## config.mk

```make
export PLATFORM = sky130hd
export DESIGN_NAME = ec_host_engine
export DESIGN_NICKNAME = d
export VERILOG_FILES = /design/src/rtl/ec_host_pkg.sv /design/src/rtl/ec_reg_space.sv /design/src/rtl/ec_cmd_seq.sv /design/src/rtl/ec_host_buf.sv /design/src/rtl/ec_host_engine.sv
export SDC_FILE = /design/constraint.sdc
export NUM_CORES = 2
export LEC_CHECK = 0
export CELL_PAD_IN_SITES_DETAIL_PLACEMENT = 0
export CELL_PAD_IN_SITES_GLOBAL_PLACEMENT = 1
export CORE_UTILIZATION = 40
export CTS_BUF_LIST = sky130_fd_sc_hd__clkbuf_4 sky130_fd_sc_hd__clkbuf_8
export DETAILED_ROUTE_END_ITERATION = 10
export PLACE_DENSITY = 0.62
export SYNTH_ARGS = -nofsm -noshare
export SYNTH_HDL_FRONTEND = slang
export SYNTH_SLANG_ARGS = --single-unit
```

## constraint.sdc

```tcl
create_clock -name clk_i -period 5.33 [get_ports clk_i]
set_input_delay 1.066 -clock clk_i [delete_from_list [all_inputs] [get_ports clk_i]]
set_output_delay 1.066 -clock clk_i [all_outputs]
set_load 0.02 [all_outputs]
```

## src/rtl/ec_host_pkg.sv

```systemverilog
package ec_host_pkg;
  localparam logic [7:0] CMD_FETCH = 8'h80;
  localparam logic [7:0] CMD_STORE = 8'h81;

  localparam int unsigned ST_OBF   = 0;
  localparam int unsigned ST_IBF   = 1;
  localparam int unsigned ST_CD    = 3;
  localparam int unsigned ST_BURST = 4;
  localparam int unsigned ST_EVT   = 5;

  typedef enum logic [2:0] {
    SEQ_IDLE,
    SEQ_RD_ADDR,
    SEQ_WR_ADDR,
    SEQ_WR_DATA,
    SEQ_RD_GAP,
    SEQ_RD_FILL
  } seq_state_e;
endpackage

```

## src/rtl/ec_reg_space.sv

```systemverilog
module ec_reg_space #(
  parameter int unsigned ADDR_W = 8,
  parameter int unsigned DATA_W = 8,
  localparam int unsigned DEPTH = 1 << ADDR_W
) (
  input  logic              clk_i,
  input  logic              rst_ni,
  input  logic              we_i,
  input  logic [ADDR_W-1:0] addr_i,
  input  logic [DATA_W-1:0] wdata_i,
  output logic [DATA_W-1:0] rdata_o
);
  logic [DATA_W-1:0] mem_q [DEPTH];

  for (genvar i = 0; i < DEPTH; i++) begin : g_cell
    always_ff @(posedge clk_i or negedge rst_ni) begin
      if (!rst_ni) mem_q[i] <= '0;
      else if (we_i && addr_i == ADDR_W'(i)) mem_q[i] <= wdata_i;
    end
  end

  assign rdata_o = mem_q[addr_i];


  wr_store_chk: assert property (@(posedge clk_i) disable iff (!rst_ni)
    we_i |=> mem_q[$past(addr_i)] == $past(wdata_i));
endmodule

```

## src/rtl/ec_cmd_seq.sv

```systemverilog
module ec_cmd_seq
  import ec_host_pkg::*;
#(
  parameter int unsigned ADDR_W = 8,
  parameter int unsigned DATA_W = 8
) (
  input  logic              clk_i,
  input  logic              rst_ni,
  input  logic              ibf_i,
  input  logic              cd_i,
  input  logic [DATA_W-1:0] byte_i,
  output logic              consume_o,
  output logic              sci_arm_o,
  output logic              mem_we_o,
  output logic [ADDR_W-1:0] mem_addr_o,
  output logic [DATA_W-1:0] mem_wdata_o,
  output logic              load_obuf_o
);
  seq_state_e        state_q, state_d;
  logic [ADDR_W-1:0] addr_q, addr_d;
  logic              busy;

  // no intake while a fetch is completing
  assign busy      = (state_q == SEQ_RD_GAP) || (state_q == SEQ_RD_FILL);
  assign consume_o = ibf_i && !busy;

  always_comb begin
    state_d     = state_q;
    addr_d      = addr_q;
    sci_arm_o   = 1'b0;
    mem_we_o    = 1'b0;
    load_obuf_o = 1'b0;
    if (consume_o && cd_i) begin
      unique case (byte_i)
        CMD_FETCH: begin state_d = SEQ_RD_ADDR; sci_arm_o = 1'b1; end
        CMD_STORE: begin state_d = SEQ_WR_ADDR; sci_arm_o = 1'b1; end
        default:   state_d = SEQ_IDLE;
      endcase
    end else if (consume_o) begin
      unique case (state_q)
        SEQ_RD_ADDR: begin addr_d = byte_i[ADDR_W-1:0]; state_d = SEQ_RD_GAP; end
        SEQ_WR_ADDR: begin addr_d = byte_i[ADDR_W-1:0]; state_d = SEQ_WR_DATA; end
        SEQ_WR_DATA: begin mem_we_o = 1'b1; state_d = SEQ_IDLE; end
        default:     state_d = state_q;
      endcase
    end else begin
      unique case (state_q)
        SEQ_RD_GAP:  state_d = SEQ_RD_FILL;
        SEQ_RD_FILL: begin load_obuf_o = 1'b1; state_d = SEQ_IDLE; end
        default:     state_d = state_q;
      endcase
    end
  end

  always_ff @(posedge clk_i or negedge rst_ni) begin
    if (!rst_ni) begin
      state_q <= SEQ_IDLE;
      addr_q  <= '0;
    end else begin
      state_q <= state_d;
      addr_q  <= addr_d;
    end
  end

  assign mem_addr_o  = addr_q;
  assign mem_wdata_o = byte_i;


  store_on_data_chk: assert property (@(posedge clk_i) disable iff (!rst_ni)
    mem_we_o |-> ibf_i && !cd_i);


  fill_after_gap_chk: assert property (@(posedge clk_i) disable iff (!rst_ni)
    load_obuf_o |-> $past(state_q) == SEQ_RD_GAP);
endmodule

```

## src/rtl/ec_host_buf.sv

```systemverilog
module ec_host_buf
  import ec_host_pkg::*;
#(
  parameter int unsigned DATA_W = 8
) (
  input  logic              clk_i,
  input  logic              rst_ni,
  input  logic              host_wr_i,
  input  logic              host_rd_i,
  input  logic              host_cmd_i,
  input  logic [DATA_W-1:0] host_wdata_i,
  input  logic              consume_i,
  input  logic              sci_arm_i,
  input  logic              load_obuf_i,
  input  logic [DATA_W-1:0] obuf_data_i,
  output logic              ibf_o,
  output logic              cd_o,
  output logic [DATA_W-1:0] ibuf_o,
  output logic [DATA_W-1:0] host_rdata_o,
  output logic [7:0]        status_o,
  output logic              sci_o
);
  logic              ibf_q, obf_q, cd_q, sci_en_q, sci_q;
  logic [DATA_W-1:0] ibuf_q, obuf_q;

  always_ff @(posedge clk_i or negedge rst_ni) begin
    if (!rst_ni) begin
      ibf_q  <= 1'b0;
      cd_q   <= 1'b0;
      ibuf_q <= '0;
    end else if (host_wr_i) begin
      ibf_q  <= 1'b1;
      cd_q   <= host_cmd_i;
      ibuf_q <= host_wdata_i;
    end else if (consume_i) begin
      ibf_q  <= 1'b0;
    end
  end

  always_ff @(posedge clk_i or negedge rst_ni) begin
    if (!rst_ni) begin
      obf_q  <= 1'b0;
      obuf_q <= '0;
    end else if (load_obuf_i) begin
      obf_q  <= 1'b1;
      obuf_q <= obuf_data_i;
    end else if (host_rd_i && !host_cmd_i) begin
      obf_q  <= 1'b0;
    end
  end

  always_ff @(posedge clk_i or negedge rst_ni) begin
    if (!rst_ni) begin
      sci_en_q <= 1'b0;
      sci_q    <= 1'b0;
    end else begin
      if (sci_arm_i) sci_en_q <= 1'b1;
      sci_q <= (consume_i && (sci_en_q || sci_arm_i)) || (load_obuf_i && sci_en_q);
    end
  end

  always_comb begin
    status_o           = '0;
    status_o[ST_OBF]   = obf_q;
    status_o[ST_IBF]   = ibf_q;
    status_o[ST_CD]    = cd_q;
    status_o[ST_BURST] = 1'b0;
    status_o[ST_EVT]   = 1'b0;
  end

  assign ibf_o        = ibf_q;
  assign cd_o         = cd_q;
  assign ibuf_o       = ibuf_q;
  assign host_rdata_o = obuf_q;
  assign sci_o        = sci_q;


  sci_single_chk: assert property (@(posedge clk_i) disable iff (!rst_ni)
    sci_q |=> !sci_q);


  obf_sci_chk: assert property (@(posedge clk_i) disable iff (!rst_ni)
    $rose(obf_q) |-> sci_q);


  ibf_sci_chk: assert property (@(posedge clk_i) disable iff (!rst_ni)
    $fell(ibf_q) && sci_en_q |-> sci_q);


  ibf_src_chk: assert property (@(posedge clk_i) disable iff (!rst_ni)
    $rose(ibf_q) |-> $past(host_wr_i));


  no_overrun_chk: assert property (@(posedge clk_i) disable iff (!rst_ni)
    host_wr_i |-> !ibf_q);
endmodule

```

## src/rtl/ec_host_engine.sv

```systemverilog
module ec_host_engine #(
  parameter int unsigned ADDR_W = 8,
  parameter int unsigned DATA_W = 8
) (
  input  logic              clk_i,
  input  logic              rst_ni,
  input  logic              host_wr_i,
  input  logic              host_rd_i,
  input  logic              host_cmd_i,
  input  logic [DATA_W-1:0] host_wdata_i,
  output logic [DATA_W-1:0] host_rdata_o,
  output logic [7:0]        status_o,
  output logic              sci_o
);
  logic              ibf, cd, consume, sci_arm, mem_we, load_obuf;
  logic [DATA_W-1:0] ibuf, mem_wdata, mem_rdata;
  logic [ADDR_W-1:0] mem_addr;

  ec_host_buf #(.DATA_W(DATA_W)) u_buf (
    .clk_i, .rst_ni, .host_wr_i, .host_rd_i, .host_cmd_i, .host_wdata_i,
    .consume_i(consume), .sci_arm_i(sci_arm), .load_obuf_i(load_obuf),
    .obuf_data_i(mem_rdata), .ibf_o(ibf), .cd_o(cd), .ibuf_o(ibuf),
    .host_rdata_o, .status_o, .sci_o
  );

  ec_cmd_seq #(.ADDR_W(ADDR_W), .DATA_W(DATA_W)) u_seq (
    .clk_i, .rst_ni, .ibf_i(ibf), .cd_i(cd), .byte_i(ibuf),
    .consume_o(consume), .sci_arm_o(sci_arm), .mem_we_o(mem_we),
    .mem_addr_o(mem_addr), .mem_wdata_o(mem_wdata), .load_obuf_o(load_obuf)
  );

  ec_reg_space #(.ADDR_W(ADDR_W), .DATA_W(DATA_W)) u_mem (
    .clk_i, .rst_ni, .we_i(mem_we), .addr_i(mem_addr),
    .wdata_i(mem_wdata), .rdata_o(mem_rdata)
  );
endmodule

```

Word level (Yosys, flattened, before mapping)

Cells that the tools add are included.
Widths: inputs -> output; s select.

$add $sub $neg: 0
Multiply operators: 0
Div/mod/pow operators: 0
Order comparisons: 1
Eq/ne operators: 263
Shift operators: 0
Muxes and demuxes: 20
Bitwise gates (word level): 2
Reductions and logical operators: 274

Operator list:

| cell               | number |
|---|---|
| $eq 8x8->1 const B | 130 |
| $eq 8x7->1 const B | 64 |
| $logic_and 1x1->1  | 261 |
| $eq 8x6->1 const B | 32 |
| $eq 8x5->1 const B | 16 |
| $bmux 8 s8         | 1 |
| $eq 8x4->1 const B | 8 |
| $eq 8x3->1 const B | 4 |
| $eq 8x2->1 const B | 2 |
| $mux 8             | 2 |
| $mux 1             | 12 |
| $ge 9x9->1 const B | 1 |
| $not 8->9          | 1 |
| $pmux 3 s3         | 1 |
| $eq 8x1->1 const B | 1 |
| $logic_not 8->1    | 1 |
| $eq 3x2->1 const B | 2 |
| $eq 3x3->1 const B | 2 |
| $mux 3             | 2 |
| $pmux 3 s2         | 1 |
| $ne 5x1->1 const B | 1 |
| $pmux 2 s2         | 1 |
| $reduce_bool 2->1  | 2 |
| $reduce_bool 4->1  | 1 |
| 7 further kinds    | 11 |

Bits in registers: 2080
Bits in latches: 0
RAM bits: 0
Bits in read-only memories: 0
Bits of input ports: 13
Output and inout port bits: 17
Logic and storage cells: 825
Memories kept: 0

Logic depth before layout (Yosys ltp)

Word-level depth: 9
Mapped depth: 12
Mapped depth without buffers: 7

Hierarchy

A second synthesis with hierarchy kept.

Cell total of the unflattened synthesis: 5939
Area, all modules: 93862.5 um2

Modules (own cells, without submodules):

| module       | instances | cells each | area an instance (um2) | seq. area each (um2) |
|---|---|---|---|---|
| ec_reg_space | 1         | 5829       | 92334.8                | 51249.2 |
| ec_host_buf  | 1         | 57         | 912.1                  | 525.5 |
| ec_cmd_seq   | 1         | 53         | 615.6                  | 275.3 |

Worst setup path after synthesis

OpenSTA, ideal clock, no wires.

Kind: reg-to-reg
From: reg u_seq.addr_q[0], in the netlist u_seq.mem_addr_o[0]
To: reg u_buf.obuf_q[2], in the netlist u_buf.host_rdata_o[2]
Setup time: 0.128 ns
Arrival: 2.253 ns
Data required time: 5.202 ns
Path slack: 2.949 ns
Cell stages (with the launch flop): 10
Path buffers: 4
Clock period less this slack: 2.381 ns
Path through: dfrtp_1 > buf_6 > buf_6 > buf_6 > buf_4 > mux4_2 > o311ai_0 > a211oi_1 > nor4_1 > o22ai_1

Cells in the longest elaborated chain, start to end: 4

Ends and longest elaborated chain:

| what                                       | line               | source |
|---|---|---|
| start: declaration                         | ec_cmd_seq.sv:20   | `logic [ADDR_W-1:0] addr_q, addr_d;` |
| start signal: assignment                   | ec_cmd_seq.sv:61   | `addr_q <= addr_d;` |
| $not 8->9 (not written as such)            | ec_reg_space.sv:22 | `assign rdata_o = mem_q[addr_i];` |
| $bmux 8 s8                                 | ec_reg_space.sv:22 |  |
| $mux 8 (not written as such) (2 in series) | ec_reg_space.sv:22 |  |
| end signal: assignment                     | ec_host_buf.sv:46  | `obuf_q <= obuf_data_i;` |
| end: declaration                           | ec_host_buf.sv:24  | `logic [DATA_W-1:0] ibuf_q, obuf_q;` |

Every way passes these cells. The select of a mux whose other input is x is not followed.
A chain may end at the register's enable or synchronous reset.

Worst setup path after layout

From: reg u_seq.addr_q[1], in the netlist u_seq.mem_addr_o[1]
To: reg u_buf.obuf_q[0], in the netlist u_buf.host_rdata_o[0]

Same word-level chain as after synthesis.

==> flow_summary.toml <==
[sta]
period_share_pct = 81.39
final_max_slew_viol_count = 0
slew_headroom_pct = 12.79
fmax_mhz = 230.5
period_needed_ns = 4.338
final_hold_viol_count = 0
fin_setup_tns_ns = 0
setup_violations = 0
rsz0062_at_grt = "false"
whs_ns = 0.4561
clock_skew_ns = 0.08448
worst_slack_ns = 0.9919
worst_pin_slew_ns = 1.308

[power]
p_leak_nw = 50.57
ir_worst_vdd_uv = 312.6
finalPower_mw = 41.54
p_per_area_nw_per_um2 = 387.7

[worst_setup_path]
rr_worst_depth = 7
worst-path-buf-inv = 1
endpoint = "u_buf.host_rdata_o[0]$_DFFE_PN0P_"
critPathLaunch = "u_seq.mem_addr_o[1]$_DFFE_PN0P_"
crit_fanout = 35
cp_slowest_cell = "o21ai_0"
timing.rr.start = "u_seq.mem_addr_o[1]$_DFFE_PN0P_"
cp-start-kind = "register"
critPathCaptureType = "register"
crit_path_cell_trace = "buf_4 > nand2_1 > o22ai_1 > nor2_1 > and3_1 > o21ai_0 > a41oi_1"
crit_required_ns = 6.24
critical_path_class = "register to register"
cp.depth = 7
slowest_delay_ns = 0.87
worst_r2r_endpoint = "u_buf.host_rdata_o[0]$_DFFE_PN0P_"
worst-endpoint-arrival_ns = 5.24
crit_family = "compound AO/OA/AOI/OAI gates"
r2r_slack_ns = 0.99

[routing]
viasPerCell = 5.773
via_count = 56420
wl_mm = 289.0
dr.pass1.iters = 9
first_iter_violations = 3594
drc = 6
ant_nets = 0
wire_per_inst_um = 29.57

[placement]
place_congestion = 0.8134
placed_area_um2 = 99390
dp_slack_ns = 1.108
dp_cells = 9124
io_buffers = 24
dpl.hpwl_mm = 180.1

[global_route]
grtUsageTotal_pct = 24.16
grt_pass1_wl_mm = 430.6
grt_overflow_total = 0
grt_max_degree = 190
busiest_layer = "met2"
grt_pass1_vias = 59370
antenna_found_initial = 4
grtUsageMet3_pct = 4.154
use_met1_pct = 34.40
grt_util_met2_pct = 37.66

[yosys]
ys_types = 69
synth_ff_type = "dfrtp_1"
synth_area_leaders = "dfrtp_1 54%, mux2_2 22%, mux4_2 11%"
synthArstFlopShare_pct = 100.0
syn_area_per_cell_um2 = 15.31
syn-cell-area_um2 = 95620
yosysTopAreaCell = "dfrtp_1"
synth_top_cell_area_share_pct = 54.43
synth_edf_count = 0
yosysWarnings = 0
synth_seq_area_share_pct = 54.43
ys_ff_latch = 2080
postSynthCellCount = 6247

[clock_tree]
clk_pin_slew_worst_paths_ns = 0.06
cts_resized = 0
clock_sinks = 2080
cts_setup_buffers = 0
clk_latency_ns = 1.11
cts-root-buf = "clkbuf_8"
max-clock-path-buffers = 4
cts_hold_buf = 1
cts_tree = "done"
htreeDepth = 5
numCtsBuffers = 381

[die]
die_h_um = 490.9
start_util_pct = 40.20
core-area_um2 = 237900
dieArea_um2 = 241000
rows = 179
ios = 30
die_w_um = 490.9

[run]
drv_cap = 0

[final_layout]
num-nets-final = 6354
drive_above_1_share_pct = 52.05
final_util_pct = 45.05
syn_to_final_growth_pct = 12.07
stdcell_area_um2 = 107200
final_cells = 9773

[hold_path]
whs_path_depth = 1
hp-class = "register to register"

[outcome]
violations = "DRC"
status = "complete, but fails checks"
-- worst reg2reg max path, cell delays in order (launching register included) --
cell and delay, ns:
dfrtp_4 0.84, buf_4 0.66, nand2_1 0.77, o22ai_1 0.48
nor2_1 0.11, and3_1 0.23, o21ai_0 0.87, a41oi_1 0.20
-- final cells by class --
class | count | area (um^2)
inverter | 5 | 25.02
sequential | 2080 | 52100
antenna | 10 | 25.02
clock buffer | 605 | 7488
tap | 3167 | 3963
fill | 21260 | 130700
multi-input combinational | 3681 | 41260
clock inverter | 33 | 244.0
timing repair buffer | 192 | 2059
-- flip-flops by register name, indices dropped and copies added, names as in the netlist --
| signal | cells |
|---|---|
| u_buf.sci_o | 1 |
| u_buf.cd_o | 1 |
| u_mem.mem_q | 2048 |
| u_seq.mem_addr_o | 8 |
| u_seq.state_q | 3 |
| u_buf.ibf_o | 1 |
| u_buf.obf_q | 1 |
| u_buf.host_rdata_o | 8 |
| u_buf.sci_en_q | 1 |
| u_buf.ibuf_o | 8 |
-- report_power, final --
group | leakage, nW | internal [mW] | total, mW | switching (mW)
Combinational | 17.4 | 2.78 | 9.57 | 6.79
Clock | 4.14 | 8.91 | 15.6 | 6.72
Sequential | 29.0 | 15.9 | 16.3 | 0.456
-- worst min path at each step --
stage                                       endpoint  slack (ns)                        from
final                     u_buf.sci_en_q$_DFFE_PN0P_        0.46  u_buf.sci_en_q$_DFFE_PN0P_
after global routing      u_buf.sci_en_q$_DFFE_PN0P_        0.48  u_buf.sci_en_q$_DFFE_PN0P_
after CTS                 u_buf.sci_en_q$_DFFE_PN0P_        0.46  u_buf.sci_en_q$_DFFE_PN0P_
after detailed placement  u_buf.sci_en_q$_DFFE_PN0P_        0.44  u_buf.sci_en_q$_DFFE_PN0P_
after global placement    u_buf.sci_en_q$_DFFE_PN0P_        0.44  u_buf.sci_en_q$_DFFE_PN0P_
after floorplan           u_buf.sci_en_q$_DFFE_PN0P_        0.42  u_buf.sci_en_q$_DFFE_PN0P_
-- cell families after synthesis --
group	synth area share (%)
compound gates	2.436
buf+inv	2.490
xor+xnor	0.009161
mux	37.03
flops	54.43
other cells	0.003922
simple gates	3.593
-- layer usage --
metal  wire length (um)  up-vias
met1             131100    31100
met5                  7        -
met4               8462        2
li1                   -    23450
met3              14370      473
met2             135000     1391
-- cell usage after synthesis (10+ instances only) --
cell         n
nor2_4      26
a21oi_1     32
nor2_2     161
buf_2       64
o22ai_1     55
mux4_2     453
nor2_1      68
nor2b_1     14
buf_1       20
mux2_1     160
a41oi_1     10
nand3_1     55
a32oi_1     24
buf_4       57
nand2b_1    13
clkbuf_1   311
dfrtp_1   2080
mux2_2    1908
nor3_1      12
nand4_1     13
buf_6       33
a22o_1      15
mux2i_1    192
a31oi_1     10
a22oi_1     68
a211oi_1    21
o21ai_0     38
nand2_1    188
nand2_2     41
-- layout by cell type (no fill, tap or decap), types with 6 or more instances in the layout --
cell type / count
a221oi_1: 8
mux4_2: 453
nor4_1: 8
nand2_1: 187
dfrtp_1: 2065
nand3_1: 55
nor3_1: 12
buf_12: 43
a22oi_1: 68
a211oi_1: 21
clkbuf_4: 134
clkbuf_8: 471
a21oi_1: 32
dfrtp_4: 11
a32oi_1: 24
a31oi_1: 10
a41oi_1: 10
and3_1: 8
nor2b_1: 8
nand2b_1: 13
mux2_1: 160
clkdlybuf4s50_1: 23
clkinv_2: 23
diode_2: 10
nand2_2: 42
o221ai_1: 9
nor2_2: 162
nor2_4: 27
mux2i_1: 192
a22o_1: 15
inv_6: 6
buf_4: 124
nor2_1: 66
o21ai_0: 38
o22ai_1: 55
nand4_1: 13
mux2_2: 1908
(Power assumes the default switching activity.)
